$ cat src/rtl/pss_pkg.sv
package pss_pkg;
  localparam int DEF_WORD_W = 18;
  localparam int DEF_SLOT_W = 5;
  localparam int DEF_LAST_W = 3;
  localparam int DEF_SLOTS  = 4;
  localparam int DEF_ADDR_W = 7;
endpackage

$ cat src/rtl/pss_slot_pick.sv
module pss_slot_pick #(
  parameter int WORD_W = 18,
  parameter int SLOT_W = 5,
  parameter int LAST_W = 3,
  parameter int SLOTS  = 4,
  localparam int IDX_W = $clog2(SLOTS)
) (
  input  logic [WORD_W-1:0] word,
  input  logic [IDX_W-1:0]  idx,
  output logic [SLOT_W-1:0] op
);
  localparam int PAD_W = SLOT_W - LAST_W;

  logic [SLOT_W-1:0] field [SLOTS];

  for (genvar g = 0; g < SLOTS - 1; g++) begin : g_full
    assign field[g] = word[WORD_W-1-g*SLOT_W -: SLOT_W];
  end
  // short last slot: widen with zeros on the low side
  assign field[SLOTS-1] = {word[LAST_W-1:0], {PAD_W{1'b0}}};

  assign op = field[idx];
endmodule

$ cat src/rtl/pss_pc.sv
module pss_pc #(
  parameter int ADDR_W = 7
) (
  input  logic              clk,
  input  logic              rst,
  input  logic              step,
  input  logic              load,
  input  logic [ADDR_W-1:0] target,
  output logic [ADDR_W-1:0] pc
);
  always_ff @(posedge clk) begin
    if (rst)       pc <= '0;
    else if (load) pc <= target;
    else if (step) pc <= pc + ADDR_W'(1);
  end
endmodule

$ cat src/rtl/pss_word_buf.sv
module pss_word_buf #(
  parameter int WORD_W = 18,
  parameter int SLOTS  = 4,
  localparam int IDX_W = $clog2(SLOTS)
) (
  input  logic              clk,
  input  logic              rst,
  input  logic              flush,
  input  logic              accept,
  input  logic              consume,
  input  logic [WORD_W-1:0] din,
  output logic [WORD_W-1:0] word,
  output logic              full,
  output logic [IDX_W-1:0]  idx
);
  localparam logic [IDX_W-1:0] LAST_IDX = IDX_W'(SLOTS - 1);

  always_ff @(posedge clk) begin
    if (rst) begin
      word <= '0;
      full <= 1'b0;
      idx  <= '0;
    end else if (flush) begin
      full <= 1'b0;
      idx  <= '0;
    end else if (accept) begin
      word <= din;
      full <= 1'b1;
      idx  <= '0;
    end else if (consume) begin
      if (idx == LAST_IDX) begin
        full <= 1'b0;
        idx  <= '0;
      end else begin
        idx <= idx + IDX_W'(1);
      end
    end
  end
endmodule

$ cat src/rtl/pss_seq.sv
module pss_seq
  import pss_pkg::*;
#(
  parameter int WORD_W = DEF_WORD_W,
  parameter int SLOT_W = DEF_SLOT_W,
  parameter int LAST_W = DEF_LAST_W,
  parameter int SLOTS  = DEF_SLOTS,
  parameter int ADDR_W = DEF_ADDR_W
) (
  input  logic              clk,
  input  logic              rst,
  output logic              fetch_req,
  output logic [ADDR_W-1:0] fetch_addr,
  input  logic              fetch_ack,
  input  logic [WORD_W-1:0] fetch_data,
  input  logic              stall,
  input  logic              xfer,
  input  logic [ADDR_W-1:0] xfer_tgt,
  output logic [SLOT_W-1:0] op_out,
  output logic              op_valid
);
  localparam int IDX_W = $clog2(SLOTS);

  logic              take, accept, consume, full;
  logic [WORD_W-1:0] word;
  logic [IDX_W-1:0]  idx;
  logic [SLOT_W-1:0] picked;

  assign fetch_req = ~full;
  assign take      = op_valid & xfer & ~stall;
  assign accept    = fetch_req & fetch_ack & ~take;
  assign consume   = full & ~stall & ~take;

  pss_word_buf #(.WORD_W(WORD_W), .SLOTS(SLOTS)) u_buf (
    .clk(clk), .rst(rst), .flush(take), .accept(accept), .consume(consume),
    .din(fetch_data), .word(word), .full(full), .idx(idx)
  );

  pss_slot_pick #(.WORD_W(WORD_W), .SLOT_W(SLOT_W), .LAST_W(LAST_W),
                  .SLOTS(SLOTS)) u_pick (
    .word(word), .idx(idx), .op(picked)
  );

  pss_pc #(.ADDR_W(ADDR_W)) u_pc (
    .clk(clk), .rst(rst), .step(accept), .load(take), .target(xfer_tgt),
    .pc(fetch_addr)
  );

  always_ff @(posedge clk) begin
    if (rst) begin
      op_out   <= '0;
      op_valid <= 1'b0;
    end else if (take) begin
      op_valid <= 1'b0;
    end else if (!stall) begin
      op_valid <= full;
      if (full) op_out <= picked;
    end
  end
endmodule

$ cat config.mk
export PLATFORM = sky130hd
export DESIGN_NAME = pss_seq
export DESIGN_NICKNAME = d
export VERILOG_FILES = /design/src/rtl/pss_pkg.sv /design/src/rtl/pss_slot_pick.sv /design/src/rtl/pss_pc.sv /design/src/rtl/pss_word_buf.sv /design/src/rtl/pss_seq.sv
export SDC_FILE = /design/constraint.sdc
export NUM_CORES = 1
export LEC_CHECK = 0
export ABC_AREA = 1
export BUFFER_PORTS_ARGS = -buffer_cell sky130_fd_sc_hd__buf_2
export CAP_MARGIN = 20
export CORE_ASPECT_RATIO = 0.8
export CORE_MARGIN = 10
export CORE_UTILIZATION = 50
export DETAILED_ROUTE_END_ITERATION = 8
export PLACE_DENSITY = 0.77
export SKIP_LAST_GASP = 1
export SLEW_MARGIN = 25
export SYNTH_ARGS = -nofsm -noshare
export SYNTH_HDL_FRONTEND = slang
export SYNTH_SLANG_ARGS = --single-unit
$ cat constraint.sdc
create_clock -name clk -period 2.8 [get_ports clk]
set_clock_uncertainty 0.2 [all_clocks]
set_input_delay 0.56 -clock clk [delete_from_list [all_inputs] [get_ports clk]]
set_output_delay 0.56 -clock clk [all_outputs]
set_load 0.02 [all_outputs]
==> Yosys cells after proc, flatten, opt, wreduce, memory -nomap -nowiden <==
Index checks and enable logic that the tools add are counted.
{ "word_totals": {"ff_bits": 34, "inputBits": 30, "output_inout_bits": 14} }
{ "classes": {"n_addsub": 2, "magnitude_cmp": 1, "n_eq_ne": 1, "mux": 9, "bitwise_logic": 10, "n_reduce_logical": 8} }
{ "ops": {"columns": ["cell", "n"], "rows": [
  ["7-bit two-way mux", 2],
  ["5-bit binary-select mux with 2-bit select", 1],
  ["5-bit two-way mux", 2],
  ["7-bit by 1-bit adder with 7-bit output (second input constant)", 1],
  ["1-bit AND", 6],
  ["2-bit nonzero test", 3],
  ["2-bit AND reduction", 2],
  ["3-bit greater-or-equal comparator (second input constant)", 1],
  ["1-bit two-way mux", 3],
  ["1-bit inverter", 3],
  ["2-bit inverter with 3-bit output", 1],
  ["3-bit AND reduction", 1],
  ["3-bit OR reduction", 1],
  ["2-bit by 1-bit adder with 2-bit output (second input constant)", 1],
  ["2-bit equality test (second input constant)", 1],
  ["2-bit two-way mux", 1],
  ["2-bit OR reduction", 1]
]} }

==> Longest topological paths before layout <==
Gate-level depths: netlist of run 1.
{ "depth": {"ltp_word": 6, "ltp_mapped": 9, "mapped_depth_nobuf": 9} }

==> By module <==
Synthesis of run 1 repeated with hierarchy kept, for this count alone.
{ "hier_totals": {"hier_cells": 285, "hier_area_um2": 1856.8} }
{ "by_module_without_submodules": {"columns": ["module", "instances", "cells_each", "area_per_inst_um2", "seq_area_each_um2"], "rows": [
  ["pss_word_buf", 1, 135, 910.9, 420.4],
  ["pss_pc", 1, 56, 424.2, 140.1],
  ["pss_seq", 1, 44, 296.5, 120.1],
  ["pss_slot_pick", 1, 50, 225.2, 0.0]
]} }

==> Worst setup path before layout of run 1 <==
Ideal clock, no wire load.
{ "synth_path": {"path_kind": "reg2reg", "startpoint": "register u_pc.pc[0]", "endpoint": "register u_pc.pc[4]", "setup_ps": 65, "arrival_ps": 1197, "required_ps": 2535, "setup_slack_ps": 1338, "path_stages_with_launch": 8, "path_buffers": 0, "synth_period_minus_slack_ps": 1462, "path_cell_list": "dfxtp_1 > ha_1 > nand2_1 > inv_1 > nand3_1 > a21oi_1 > nor2_1 > nor2_1"} }
{ "synth_between": {"elab_chain_len": 3} }
{ "synth_rtl": {"columns": ["element", "line", "source"], "rows": [
  ["start, declared", "pss_pc.sv:9", "output logic [ADDR_W-1:0] pc"],
  ["start signal, assigned", "pss_pc.sv:13", "else if (load) pc <= target;"],
  ["start signal, assigned", "pss_pc.sv:14", "else if (step) pc <= pc + ADDR_W'(1);"],
  ["7-bit by 1-bit adder with 7-bit output", "pss_pc.sv:14", null],
  ["7-bit two-way mux", "pss_pc.sv:14", null],
  ["7-bit two-way mux", "pss_pc.sv:13", null]
]} }
No other way between the ends. The select of a mux whose other input is x is not followed.
A chain may end at the register's enable or synchronous reset.

==> Worst setup path after layout of run 1 <==
{ "layout_path": {"startpoint": "register u_pc.pc[0]", "endpoint": "output fetch_addr[0]"} }
{ "layout_rtl": {"columns": ["element", "line", "source"], "rows": [
  ["end, declared", "pss_seq.sv:13", "output logic [ADDR_W-1:0] fetch_addr,"]
]} }
No word-level cell between the ends.

==> results by group, run 1 <==
Synth
  • Seq/Total Area, Yosys: 0.428
  • Top_reg_cell synth: dfxtp_1
  • Synthesized instance count: 231
  • Mean post-synth cell area: 6.88 um^2
  • Number of flops mapped to enable cells by yosys: 0
  • Synth unique cells: 22
  • Ys async rst share: 0
  • Synthesized area: 1590 um^2
  • #FFs+latches synth: 34
  • Yosys warns: 0
  • Syn Nets: 263

Floorplan
  • Starting Density: 0.519
  • IO Count: 44
  • Die width: 83.1 um
  • Die Span Y: 70.4 um
  • FP Rows: 18
  • Core footprint: 3060 um^2
  • Die footprint: 5850 um^2

Timing
  • Worst-Margin Slew: 0.561 ns
  • Fmax: 577 MHz
  • Min Tclk post-route: 1.73 ns
  • Setup violators final: 0
  • Crit share post-route: 0.619
  • Final WS setup: 1.07 ns
  • Slew Limit Fails: 0
  • WHS: 0.254 ns
  • Fin Setup TNS: 0 ns
  • RSZ-0062 raised after global routing: no
  • Final Hold Vio Count: 0
  • Slew Limit Headroom: 0.626

CTS
  • Clock sink total: 34
  • CTS tree: done
  • H-Tree Depth: 2
  • Post-CTS setup repair buffer count: 0
  • Clock latency at the later pin of the worst-skew pair: 0.29 ns
  • Worst-path clk slew: 0.07 ns
  • Post_cts resized: 0
  • Total CTS buffers: 5
  • Root Driver: clkbuf_8
  • Hold Buf Count CTS: 0
  • Longest Clk Path Bufs: 2

Setup path
  • Buf/Inv on CP: 1
  • Crit end category: output pin
  • CP arrival: 0.97 ns
  • Worst-path cell chain: buf_2
  • Slowest cell on crit path: dfxtp_1
  • Worst R2R Start: u_buf.idx[0]
  • Kind of critical path: register to output pin
  • CP Max Fanout: 7
  • Crit path max-delay family: flip-flops
  • Req. time, crit path: 2.04 ns
  • Critical path origin: u_pc.pc[0]
  • Worst stage delay on the critical path: 0.47 ns
  • Startpoint types: register

Hold path
  • Min-Delay Startpoint: u_buf.word[9]
  • Hold Crit Class: register to register

Drt
  • Antenna Nets Post-Route: 0
  • Remaining DRCs: 0
  • Via count: 1,556
  • DRC marker count from the first detailed-route iteration: 97
  • Per-cell routed wire length: 12.3 um
  • Drt first pass iters: 4
  • DR vias/cell: 4.99
  • Post-Route WL: 3840 um

Global routing
  • Number of global-route vias before repair: 1,434
  • GRT overflow: 0
  • Initial antenna violation count: 0
  • GRT Total Usage: 0.132
  • Largest net degree at the start of global routing: 32
  • First-pass GRT wire length: 6460 um

Finish
  • Final net count: 303
  • Inserted Diodes: 0
  • Area Growth Syn to Fin: 18.8%
  • Final Util: 0.617
  • Share of cells above drive strength 1: 0.213
  • Layout fillers: 313

Power and ir drop
  • Worst IR Drop VDD: 0.000305 V
  • Sw Pwr: 0.288 mW
  • Clock network power share: 0.350
  • PwrDens: 562 nW/um^2
  • Comb power frac: 0.140
  • Reg power frac: 0.511
  • P_int: 0.773 mW
  • Sw Share: 0.272
  • Leakage: 0.881 nW
  • Overall power: 1.06 mW

Job
  • Max-cap viol count: 0

Placement
  • Gpl congestion: 0.798
  • PortBufs: 43
  • Dpl hpwl: 2890 um
  • Dpl ws: 0.928 ns

Run status
  • Run status: completed
-- cell usage after synthesis (3+ instances only) --
cell type / instances / area (um^2)
dfxtp_1: 34 / 681
buf_4: 3 / 22.5
inv_2: 3 / 11.3
a21oi_1: 23 / 115
nor2_1: 42 / 158
nand2_1: 33 / 124
o21ai_0: 33 / 165
clkbuf_1: 4 / 15.0
inv_1: 29 / 109
nand3_1: 12 / 60.1
-- per-stage QoR --
stage,instances,cell area [um^2]
floorplan,231,1590
global placement,304,1800
detailed placement,304,1800
CTS,312,1890
global route,312,1890
finish,312,1890
-- power by group through the flow --
stage | Combinational (mW) | Sequential [mW] | Clock (mW)
floorplan | 0.0985 | 0.555 | 0
global placement | 0.146 | 0.551 | 0
detailed placement | 0.148 | 0.552 | 0
CTS | 0.149 | 0.541 | 0.377
global route | 0.171 | 0.546 | 0.404
finish | 0.148 | 0.542 | 0.371
-- registers in the layout (all words and copies together), names as in the netlist --
signal      count
u_buf.word     18
u_pc.pc         7
op_out          5
u_buf.idx       2
op_valid        1
u_buf.full      1
-- final cells by class --
type / count / area [um^2] / area share
multi-input cells: 155 / 732 / 0.387
inverters: 32 / 120 / 0.0636
well taps: 40 / 50.0 / 0.0265
clock buffers: 7 / 86.3 / 0.0457
clock inverters: 1 / 5.00 / 0.00265
repair buffers: 43 / 215 / 0.114
flip-flops and latches: 34 / 681 / 0.360
-- kinds of logic (layout without fill, tap and decap cells) --
family | after synthesis | after routing | synth area share
flip-flops | 34 | 34 | 0.428
AND/OR/NAND/NOR | 93 | 93 | 0.251
AO/OA/AOI/OAI | 60 | 60 | 0.194
buffers and inverters | 42 | 83 | 0.112
adder cells (fa/ha/maj) | 2 | 2 | 0.0157
-- placed cells by master, fill, tap and decap left out --
cell,instances
nand2_1,33
o211ai_1,2
a21oi_1,23
nand4_1,1
nand3_4,1
nand3_1,12
nor3_2,1
nand2_2,1
nand2_4,1
nor2_1,42
nor2_2,1
clkbuf_1,1
a31oi_1,2
inv_1,29
clkinv_2,1
ha_1,2
inv_2,3
o21ai_0,33
clkbuf_8,6
buf_2,43
dfxtp_1,34
-- layer usage --
metal | track usage | routed length, um
met1 | 0.171 | 1910
met2 | 0.190 | 1560
met3 | 0.0394 | 279
met4 | 0.0736 | 80
met5 | 0 | 0
-- path summary, 6_finish.rpt --
check | endpoint | slack (ns) | cells past startpoint
max | fetch_addr[0] | 1.07 | 1
min | u_buf.word[9] | 0.25 | 2
max reg2reg | op_out[4] | 1.27 | 5
min reg2reg | u_buf.word[9] | 0.25 | 2
Note: power is estimated with default switching activity, not from simulation.
==> inputs of run 2 (changes only) <==
==> constraint.sdc (replaced) <==
create_clock -name clk -period 1.67 [get_ports clk]
set_clock_uncertainty 0.2 [all_clocks]
set_input_delay 0.334 -clock clk [delete_from_list [all_inputs] [get_ports clk]]
set_output_delay 0.334 -clock clk [all_outputs]
set_load 0.02 [all_outputs]
==> results by group, run 2 (synthesis results as in run 1) <==
Timing
  • Fmax: 677 MHz
  • Crit share post-route: 0.884
  • Slew Limit Fails: 0 (unchanged)
  • Fin Setup TNS: 0 ns (unchanged)
  • RSZ-0062 raised after global routing: no
  • Setup violators final: 0 (unchanged)
  • Worst-Margin Slew: 0.515 ns (-0.0454 ns)
  • Min Tclk post-route: 1.48 ns
  • Final Hold Vio Count: 0 (unchanged)
  • Final WS setup: 0.194 ns (-0.873 ns)
  • Slew Limit Headroom: 0.656 (+0.0304)

CTS
  • Post-CTS setup repair buffer count: 0 (unchanged)
  • Longest Clk Path Bufs: 2 (unchanged)
  • Worst-path clk slew: 0.07 ns (about the same)
  • CTS tree: done
  • Clock sink total: 34 (unchanged)
  • Post_cts resized: 0 (unchanged)
  • Hold Buf Count CTS: 0 (unchanged)
  • Clock latency at the later pin of the worst-skew pair: 0.28 ns (about the same)
  • Total CTS buffers: 5 (unchanged)
  • Root Driver: clkbuf_8
  • H-Tree Depth: 2 (unchanged)

Placement
  • Dpl hpwl: 3160 um (+9.5%)
  • Gpl congestion: 0.945 (+18%)
  • Dpl cell area: 1850 um^2 (+2.8%)
  • PortBufs: 43 (unchanged)
  • Dpl ws: 0.173 ns (-0.755 ns)

Setup path
  • CP arrival: 1.50 ns (+0.53 ns)
  • Worst r2r path cells: 7 (+2)
  • Req. time, crit path: 1.69 ns (-0.35 ns)
  • Startpoint types: register
  • CP Max Fanout: 5 (-2)
  • Crit end category: register
  • Worst reg-to-reg setup slack: 0.19 ns (-1.08 ns)
  • Worst R2R Start: u_pc.pc[1]
  • Crit Reg-Reg Endpoint: u_pc.pc[4]
  • Kind of critical path: register to register

Power and ir drop
  • P_int: 1.57 mW (+100%)
  • Sw Share: 0.245 (-0.0271)
  • Reg power frac: 0.433 (-0.078)
  • Leakage: 0.931 nW (+5.8%)
  • Sw Pwr: 0.510 mW (+77%)
  • Comb power frac: 0.133 (-0.007)
  • Clock network power share: 0.434 (+0.084)
  • Worst IR Drop VDD: 0.000871 V (+190%)
  • PwrDens: 1050 nW/um^2 (+87%)

Floorplan
  • Die width: 83.1 um (unchanged)
  • Core footprint: 3060 um^2 (unchanged)
  • Starting Density: 0.519 (unchanged)
  • FP Rows: 18 (unchanged)
  • Die footprint: 5850 um^2 (unchanged)
  • IO Count: 44 (unchanged)
  • Die Span Y: 70.4 um (unchanged)

Drt
  • DR WL met3: 182 um (-35%)
  • Routed wire length on met2: 1800 um (+15%)
  • Via count: 1,569 (+0.84%)
  • DRC marker count from the first detailed-route iteration: 188 (+94%)
  • Drt first pass iters: 7 (+3)
  • M1 wire length: 2080 um (+8.6%)
  • Per-cell routed wire length: 12.9 um (+4.8%)
  • Post-Route WL: 4090 um (+6.5%)
  • Remaining DRCs: 0 (unchanged)
  • Highest routed layer: met4
  • Antenna Nets Post-Route: 0 (unchanged)
  • DR vias/cell: 4.95 (-0.75%)

Global routing
  • First-pass GRT wire length: 6820 um (+5.7%)
  • Largest net degree at the start of global routing: 28 (-13%)
  • Initial antenna violation count: 0 (unchanged)
  • Number of global-route vias before repair: 1,461 (+1.9%)
  • GRT Total Usage: 0.137 (+0.00437)
  • GRT overflow: 0 (unchanged)

Finish
  • Max reg flops: 18 (unchanged)
  • Layout fillers: 287 (-8.3%)
  • Share of cells above drive strength 1: 0.231 (+0.0178)
  • Final net count: 308 (+1.7%)
  • Leading cell type in the layout, fill and taps excluded: buf_2
  • Top reg by flops: u_buf.word
  • Most frequent cells in the layout: buf_2, nor2_1, dfxtp_1
  • Final Instance Area: 1990 um^2 (+5.1%)
  • Seq. cell area: 681 um^2 (unchanged)
  • Biggest regs: u_buf.word: 18 flops, u_pc.pc: 7 flops, op_out: 5 flops
  • Final Util: 0.648 (+0.0315)
  • Inserted Diodes: 0 (unchanged)
  • Area of the multi-input gates: 732 um^2 (unchanged)
  • Area Growth Syn to Fin: 24.9%

Run status
  • Run status: completed

Hold path
  • WHS Path Cells: 3 (+1)
  • Hold Crit Class: input port to register
  • End of the worst hold path: u_buf.word[7]
  • Min-Delay Startpoint: fetch_data[7]

Job
  • Max-cap viol count: 0 (unchanged)
## run 2: cell types whose count changed in the layout (fill, tap and decap cells not counted)
| cell | previous run | this run |
|---|---|---|
| buf_12 | 0 | 1 |
| buf_4 | 0 | 4 |
| clkinv_2 | 1 | 0 |
| clkbuf_8 | 6 | 5 |
| bufinv_16 | 0 | 2 |
| clkinv_4 | 0 | 1 |
| clkbuf_1 | 1 | 0 |
## run 2: power groups by stage
stage	clock, mW	combinational (mW)	sequential (mW)
floorplan	0	0.165	0.931
global placement	0	0.269	0.919
detailed placement	0	0.277	0.920
CTS	0.910	0.280	0.902
global route	0.958	0.315	0.909
finish	0.904	0.278	0.902
## run 2: routing by layer
| layer | up-vias | GRT usage |
|---|---|---|
| li1 | 827 | - |
| met1 | 699 | 0.187 |
| met2 | 39 | 0.200 |
| met3 | 4 | 0.0452 |
| met4 | 0 | 0.0283 |
| met5 | - | 0 |
## run 2: how the worst max path moves through the flow
stage / startpoint / end / slack [ns] / cells past startpoint
finish: u_pc.pc[1] / u_pc.pc[4] / 0.19 / 7
global route: u_pc.pc[1] / u_pc.pc[4] / 0.08 / 7
CTS: u_pc.pc[0] / fetch_addr[0] / 0.21 / 2
detailed placement: stall / u_buf.word[8] / 0.17 / 7
global placement: stall / u_buf.word[8] / 0.24 / 7
floorplan: u_pc.pc[0] / u_pc.pc[4] / 0.21 / 7
## run 2: through the flow
stage / total power, mW / cells / hold WS [ns]
floorplan: 1.10 / 231 / 0.229
detailed placement: 1.20 / 309 / 0.253
CTS: 2.09 / 317 / 0.0932
global placement: 1.19 / 309 / 0.244
global route: 2.18 / 317 / 0.0902
finish: 2.08 / 317 / 0.0961
## run 2: final cells by class
type                       instances  area share
clock buffer                       5      0.0347
tap                               40      0.0252
timing repair buffer              48       0.134
inverter                          32      0.0605
multi-input combinational        155       0.369
clock inverter                     3      0.0347
sequential                        34       0.343
## run 2: worst max-delay path, stage by stage, from the launching register on
cell,delay (ns)
dfxtp_1,0.41
ha_1,0.21
nand2_1,0.10
inv_1,0.12
nand3_1,0.08
a21oi_1,0.16
nor2_1,0.07
nor2_1,0.08
==> inputs of run 3 (changes only) <==
--- a/config.mk
+++ b/config.mk
@@ -12,7 +12,9 @@
 export CORE_MARGIN = 10
 export CORE_UTILIZATION = 50
 export DETAILED_ROUTE_END_ITERATION = 8
+export MAX_ROUTING_LAYER = met4
 export PLACE_DENSITY = 0.77
+export REMOVE_ABC_BUFFERS = 1
 export SKIP_LAST_GASP = 1
 export SLEW_MARGIN = 25
 export SYNTH_ARGS = -nofsm -noshare
==> results by group, run 3 (synthesis results as in run 1) <==
Placement
  • PortBufs: 43 (unchanged)
  • Dpl hpwl: 2990 um (-5.5%)
  • Placed insts: 310 (+0.32%)
  • Dpl ws: 0.216 ns (+0.0436 ns)
  • Gpl congestion: 0.841 (-11%)

Global routing
  • Number of global-route vias before repair: 1,507 (+3.1%)
  • GRT Total Usage: 0.142 (+0.00511)
  • Largest net degree at the start of global routing: 30 (+7.1%)
  • First-pass GRT wire length: 6880 um (+0.81%)
  • GRT overflow: 0 (unchanged)
  • Initial antenna violation count: 0 (unchanged)

Setup path
  • Startpoint types: register
  • Crit Reg-Reg Endpoint: u_pc.pc[5]
  • CP Max Fanout: 6 (+1)
  • Req. time, crit path: 1.14 ns (-0.55 ns)
  • CP arrival: 0.93 ns (-0.57 ns)
  • Crit end category: output pin
  • Buf/Inv on CP: 2 (+1)
  • Worst setup path endpoint: fetch_addr[0]
  • Worst stage delay on the critical path: 0.33 ns (-0.08 ns)
  • Worst reg-to-reg setup slack: 0.23 ns (+0.04 ns)
  • Worst r2r path cells: 6 (-1)
  • Slowest cell on crit path: dfxtp_1
  • Worst R2R Start: op_valid
  • Crit path max-delay family: flip-flops
  • Worst-path cell chain: buf_4 -> buf_2
  • Kind of critical path: register to output pin
  • Critical path origin: u_pc.pc[0]
  • WP depth: 2 (-5)

Run status
  • Run status: completed

Finish
  • Biggest regs: u_buf.word: 18 flops, u_pc.pc: 7 flops, op_out: 5 flops
  • Leading cell type in the layout, fill and taps excluded: buf_2
  • Area Growth Syn to Fin: 22.3%
  • Final Util: 0.635 (-0.0135)
  • Share of cells above drive strength 1: 0.224 (-0.00722)
  • Final non-filler cell total: 317 (unchanged)
  • Most frequent cells in the layout: buf_2, nor2_1, dfxtp_1
  • Final net count: 309 (+0.32%)
  • Top reg by flops: u_buf.word
  • Max reg flops: 18 (unchanged)
  • Inserted Diodes: 0 (unchanged)

Hold path
  • Hold Crit Class: input port to register
  • Min-Delay Startpoint: fetch_data[17]
  • WHS Path Cells: 3 (unchanged)

CTS
  • Worst-path clk slew: 0.06 ns (about the same)
  • Root Driver: clkbuf_8
  • Post-CTS setup repair buffer count: 0 (unchanged)
  • Post_cts resized: 0 (unchanged)
  • Clock sink total: 34 (unchanged)
  • Total CTS buffers: 5 (unchanged)
  • H-Tree Depth: 2 (unchanged)
  • Longest Clk Path Bufs: 2 (unchanged)
  • Clock latency at the later pin of the worst-skew pair: 0.28 ns (about the same)
  • Hold Buf Count CTS: 0 (unchanged)
  • CTS tree: done

Timing
  • Worst-Margin Slew: 0.376 ns (-0.139 ns)
  • Fin Setup TNS: 0 ns (unchanged)
  • Min Tclk post-route: 1.47 ns (-0.00898 ns)
  • Final WS setup: 0.203 ns (+0.00898 ns)
  • RSZ-0062 raised after global routing: no
  • Slew Limit Headroom: 0.749 (+0.0928)
  • Crit share post-route: 0.879 (-0.00538)
  • Setup violators final: 0 (unchanged)
  • Final Hold Vio Count: 0 (unchanged)
  • Fmax: 681 MHz (+0.61%)
  • Slew Limit Fails: 0 (unchanged)

Floorplan
  • Die footprint: 5850 um^2 (unchanged)
  • Die Span Y: 70.4 um (unchanged)
  • Die width: 83.1 um (unchanged)
  • IO Count: 44 (unchanged)
  • Starting Density: 0.519 (unchanged)
  • Core footprint: 3060 um^2 (unchanged)
  • FP Rows: 18 (unchanged)

Job
  • Max-cap viol count: 0 (unchanged)

Drt
  • Antenna Nets Post-Route: 0 (unchanged)
  • Via count: 1,575 (+0.38%)
  • Drt first pass iters: 4 (-3)
  • Remaining DRCs: 0 (unchanged)
  • Post-Route WL: 3920 um (-4.1%)
  • Per-cell routed wire length: 12.4 um (-4.1%)
  • DRC marker count from the first detailed-route iteration: 92 (-51%)
  • DR vias/cell: 4.97 (+0.38%)

Power and ir drop
  • Leakage: 0.911 nW (-2.2%)
  • Overall power: 1.74 mW (-17%)
  • Worst IR Drop VDD: 0.000518 V (-41%)
  • PwrDens: 894 nW/um^2 (-15%)
## run 3: changes by cell type in the layout (fill, tap and decap cells not counted)
| cell | before | now |
|---|---|---|
| buf_12 | 1 | 2 |
| bufinv_16 | 2 | 0 |
| clkbuf_1 | 0 | 2 |
| clkinv_4 | 1 | 0 |
## run 3: worst min path at each step
stage	slack, ns	to
detailed placement	0.25	u_buf.word[10]
global route	0.10	u_buf.word[17]
finish	0.09	u_buf.word[17]
floorplan	0.20	u_pc.pc[1]
CTS	0.09	u_buf.word[17]
global placement	0.24	u_buf.word[9]
## run 3: per-stage QoR
step                area [um^2]  hold slack (ns)
floorplan                  1530            0.203
global placement           1870            0.243
detailed placement         1870            0.247
CTS                        1940           0.0936
global route               1940            0.104
finish                     1940           0.0936
## run 3: cell type report
cell class / count / area, um^2
Tap cell: 40 / 50.0
Timing Repair Buffer: 49 / 285
Multi-Input combinational cell: 155 / 732
Fill cell: 307 / 1120
Inverter: 32 / 120
Sequential cell: 34 / 681
Clock buffer: 7 / 76.3
## run 3: worst reg2reg max path, cell delays in order (launching register included)
cell,delay (ns)
dfxtp_1,0.41
nand2_1,0.11
nor2_2,0.32
nand2_1,0.09
nand2_1,0.08
inv_1,0.04
a21oi_1,0.12
## run 3: routing by layer
layer  GRT usage  vias to the layer above  part of all wire  wire (um)
li1            -                      828                 -          -
met3      0.0348                        5             0.055        214
met5           -                        -                 0          0
met1       0.172                      703              0.49       1910
met2       0.217                       39              0.44       1740
met4      0.0623                        0             0.016         61
## run 3: where the power goes
part	switching [mW]	leakage (nW)	total [mW]	internal, mW
clock network	0.270	0.0383	0.557	0.286
registers	0.0310	0.280	0.900	0.869
logic	0.170	0.593	0.282	0.112
